## config.mk

```make
export PLATFORM = sky130hd
export DESIGN_NAME = tpg_mux
export DESIGN_NICKNAME = d
export VERILOG_FILES = /design/src/rtl/tpg_pkg.sv /design/src/rtl/tpg_mux.sv
export SDC_FILE = /design/constraint.sdc
export NUM_CORES = 1
export LEC_CHECK = 0
export ABC_AREA = 1
export BUFFER_PORTS_ARGS = -buffer_cell sky130_fd_sc_hd__buf_2
export CAP_MARGIN = 25
export CELL_PAD_IN_SITES_DETAIL_PLACEMENT = 2
export CELL_PAD_IN_SITES_GLOBAL_PLACEMENT = 2
export CORE_MARGIN = 4
export CORE_UTILIZATION = 17
export DETAILED_ROUTE_END_ITERATION = 7
export PLACE_DENSITY = 0.89
export SYNTH_ARGS = -nofsm -noshare
export SYNTH_HDL_FRONTEND = slang
export SYNTH_SLANG_ARGS = --single-unit
```

## constraint.sdc

```tcl
create_clock -name vclk -period 0.8
set_input_delay 0.04 -clock vclk [all_inputs]
set_output_delay 0.04 -clock vclk [all_outputs]
set_load 0.005 [all_outputs]
```

## src/rtl/tpg_pkg.sv

```systemverilog
package tpg_pkg;
  typedef enum logic [2:0] {
    MODE_PASS     = 3'd0,
    MODE_MID      = 3'd1,
    MODE_POS_FS   = 3'd2,
    MODE_NEG_FS   = 3'd3,
    MODE_CHECKER  = 3'd4,
    MODE_PN_LONG  = 3'd5,
    MODE_PN_SHORT = 3'd6,
    MODE_TOGGLE   = 3'd7
  } tpg_mode_e;

  localparam int unsigned MODE_W = 3;
endpackage

```

## src/rtl/tpg_mux.sv

```systemverilog
module tpg_mux
  import tpg_pkg::*;
#(
  parameter int unsigned DATA_W = 14
) (
  input  logic [MODE_W-1:0] mode_i,
  input  logic [DATA_W-1:0] sample_i,
  input  logic              phase_i,
  input  logic [DATA_W-1:0] long_word_i,
  input  logic [DATA_W-1:0] short_word_i,
  output logic [DATA_W-1:0] word_o
);
  function automatic logic [DATA_W-1:0] alt_bits(input logic odd);
    logic [DATA_W-1:0] r;
    for (int i = 0; i < DATA_W; i++) r[i] = ((i % 2) == 1) ? odd : ~odd;
    return r;
  endfunction

  localparam logic [DATA_W-1:0] W_MID   = {1'b1, {(DATA_W-1){1'b0}}};
  localparam logic [DATA_W-1:0] W_ONES  = '1;
  localparam logic [DATA_W-1:0] W_ZEROS = '0;
  localparam logic [DATA_W-1:0] W_CHK_A = alt_bits(1'b1);
  localparam logic [DATA_W-1:0] W_CHK_B = alt_bits(1'b0);

  tpg_mode_e mode;
  assign mode = tpg_mode_e'(mode_i);

  always_comb begin
    unique case (mode)
      MODE_PASS:     word_o = sample_i;
      MODE_MID:      word_o = W_MID;
      MODE_POS_FS:   word_o = W_ONES;
      MODE_NEG_FS:   word_o = W_ZEROS;
      MODE_CHECKER:  word_o = phase_i ? W_CHK_B : W_CHK_A;
      MODE_PN_LONG:  word_o = long_word_i;
      MODE_PN_SHORT: word_o = short_word_i;
      MODE_TOGGLE:   word_o = phase_i ? W_ZEROS : W_ONES;
      default:       word_o = sample_i;
    endcase
  end
endmodule

```

# Word-level counts from Yosys, hierarchy flattened
# Index checks and enable logic that the tools add are counted.
# W data, S select, Z words.
[word_totals]
ff_bits = 0
wordCells = 11
input_bits = 46
output_inout_bits = 14
[classes]
n_eq_ne = 7
mux = 3
n_reduce_logical = 1
[ops]
columns = ["cell", "count"]
rows = [
  ["$pmux W14 S8", 1],
  ["$mux W14", 2],
  ["$eq A3 B3 Y1 const B", 4],
  ["$eq A3 B2 Y1 const B", 2],
  ["$eq A3 B1 Y1 const B", 1],
  ["$logic_not A3 Y1", 1],
]

# Logic depth before layout (Yosys ltp)
[logic_depth]
ltp_word = 2
mapped_depth = 7
depth_no_buf = 6

# Worst setup path before layout
# Ideal clock, no wire load.
[synth_timing]
kind = "input-to-output"
from = "in mode_i[0]"
to = "out word_o[1]"
path_buffers = 2
t_required_ns = 0.760
t_arrival_ns = 0.691
path_slack_ns = 0.069
path_stages = 7
cell_sequence = "buf_6 > inv_4 > buf_2 > nand4_1 > nand2_1 > inv_1 > nand3_1"
[synth_between]
elab_chain_cells = 2
word_cells_on_any_way = 9
cone_classes = "7 x eq/ne; 1 x mux; 1 x reduce/logical"
[synth_rtl]
columns = ["item", "line", "text"]
rows = [
  ["start, declared", "tpg_mux.sv:6", "input logic [MODE_W-1:0] mode_i,"],
  ["$eq A3 B3 Y1, or another cell as far along", "tpg_mux.sv:29", "unique case (mode)"],
  ["$pmux W14 S8 (*)", "tpg_mux.sv:29", ""],
  ["end, declared", "tpg_mux.sv:11", "output logic [DATA_W-1:0] word_o"],
]
# Every way passes the cells marked *; elsewhere a longest branch is shown, timed or not.

# Final worst setup path
[layout_timing]
from = "in mode_i[1]"
to = "out word_o[1]"
# The elaborated chain is that of the path after synthesis.

==> results.txt <==
DRT Wirelength -> 3490 um
most common cell after layout, fill and taps aside -> buf_2
Synth cell types -> 17
Final Util -> 33.1%
IO Count -> 60
Final Hold Viols -> 0
crit start category -> input pin
leakage power -> 0.764 nW
ANT cells -> 0
Worst Tran Pin Value -> 0.279 ns
pin count of the biggest net entering global routing -> 14
WL/cell -> 14.7 um
Max Freq -> 998 MHz
worst setup path class -> in -> out
fin area -> 1340 sq um
leading area contributor after synthesis -> nand4_1
Worst Path Required -> 0.76 ns
Iteration-0 DRC Markers -> 27
die area -> 5370 sq um
Pwr Density -> 527 nW/um^2
initial antenna violation count -> 0
Syn Nets -> 161
GRT Overall Usage -> 12.8%
Initial Util -> 17.9%
maxcap violations -> 0
residual DRC count -> 0
register area share after synthesis -> 0%
failing checks -> setup timing
vias in the first global route -> 1188
Buffers on Ports -> 60
CP cell instances -> buf_8, buf_12, nor3_4, buf_6, nand2_2, nand3_2, buf_2
TNS Setup -> -2.55 ns
Slew headroom -> 81.3%
maximum fanout along the worst path -> 5
Max Slew Vio Count -> 0
total grt overflow -> 0
DR vias/cell -> 4.55
post-DP HPWL -> 2840 um
critical path arrival -> 0.96 ns
# hold bufs at CTS -> 0
cells after synthesis -> 115
chip width -> 73.3 um
critical path endpoint category -> primary output
Fin Hold WS -> 0.359 ns
outcome -> finished with violations
Hold WC Path Type -> in -> out
Tmin final -> 1.00 ns
area of the core -> 4060 sq um
slowest stage delay, CP -> 0.27 ns
Synth Warn # -> 0
layout cells sized above 1 -> 65.8%
# setup viols final -> 14
Routability Congestion -> 0.731
first-pass GRT wire length -> 5580 um
most frequent cells in the layout -> 57 x buf_2, 29 x nand4_1, 18 x nand2_1, 17 x buf_4
worst setup margin -> -0.202 ns
standard-cell row count -> 23
top cells by area, synth -> nand4_1 25%, nand2_1 16%, nand3_2 12%, nor2_8 8.3%, inv_1 8.3%
unrepaired setup endpoints after global routing -> true
first-pass iteration count of the detailed router -> 4
CLK BUF -> 0
synthesized cell area -> 724 sq um
synthesis-to-finish area growth -> 85.3%
DR vias -> 1078
Post-Syn Area per Cell -> 6.30 sq um
FILL cells -> 505
register area -> 0 sq um
Worst VDD drop -> 159 uV
FFs & Latches -> 0
NumNets Final -> 235
ANT nets after route -> 0
Post-DP Area -> 1150 sq um
slowest CP cell -> nor3_4
total power -> 0.000708 W
final worst-path cycle share -> 125%
post-synth top area share -> 25.0%
Die H -> 73.3 um
-- metal layers --
| layer | GRT usage (%) | part of all wire (%) | wire, um |
|---|---|---|---|
| met1 | 14.6 | 39 | 1360 |
| met2 | 26.3 | 55 | 1910 |
| met3 | 1.50 | 6.2 | 217 |
| met4 | 0 | 0 | 0 |
| met5 | 0 | 0 | 0 |
-- cell usage after synthesis --
cell type and instances:
nor2_8 3, nor2_1 1, inv_4 1, buf_6 4, nand3_1 6, nor2_2 1, buf_8 1, inv_1 16
nand2_4 2, buf_2 6, nand2_1 31, nand4_1 29, nand3_2 9, nor3_4 2, a21oi_1 1, a21oi_4 1
inv_2 1
-- per-stage QoR --
stage	setup WS, ns	instances
6_report	-0.202	237
2_1_floorplan	0.0694	115
5_1_grt	-0.258	237
4_1_cts	-0.210	234
3_3_place_gp	-0.234	231
3_5_place_dp	-0.247	231
-- kinds of logic (layout without fill, tap and decap cells) --
logic type / Yosys count / in the layout / share of synthesized area, %
simple gates: 84 / 84 / 75.0
buf+inv: 29 / 101 / 22.1
compound gates: 2 / 2 / 2.94
-- cell type report --
class                           instances  area (sq um)  share of cell area [%]
Timing Repair Buffer                   83           564                    42.0
Inverter                               18          70.1                    5.22
Tap cell                               50          62.6                    4.66
Multi-Input combinational cell         86           646                    48.1
-- final timing paths --
kind | slack (ns) | depth (start not counted) | from | endpoint
max | -0.20 | 7 | mode_i[1] | word_o[1]
min | 0.36 | 4 | sample_i[5] | word_o[5]
-- power breakdown --
| part | internal (W) | switching (W) |
|---|---|---|
| Combinational | 0.000356 | 0.000352 |
| Sequential | 0 | 0 |
| Clock | 0 | 0 |
| Total | 0.000356 | 0.000352 |
-- critical path: cells and delay by family --
family        cells  cell delay [ns]
buf+inv           4             0.52
simple gates      3             0.39
-- timing repair --
action | 4_1_cts | 5_1_grt
pin swaps | 13 | 6
buffers inserted | 2 | 3
gates resized for setup | 29 | 5
setup endpoints to repair | 14 | 14
cloned | 1 | 0
Power figures use the tool's default switching activity.
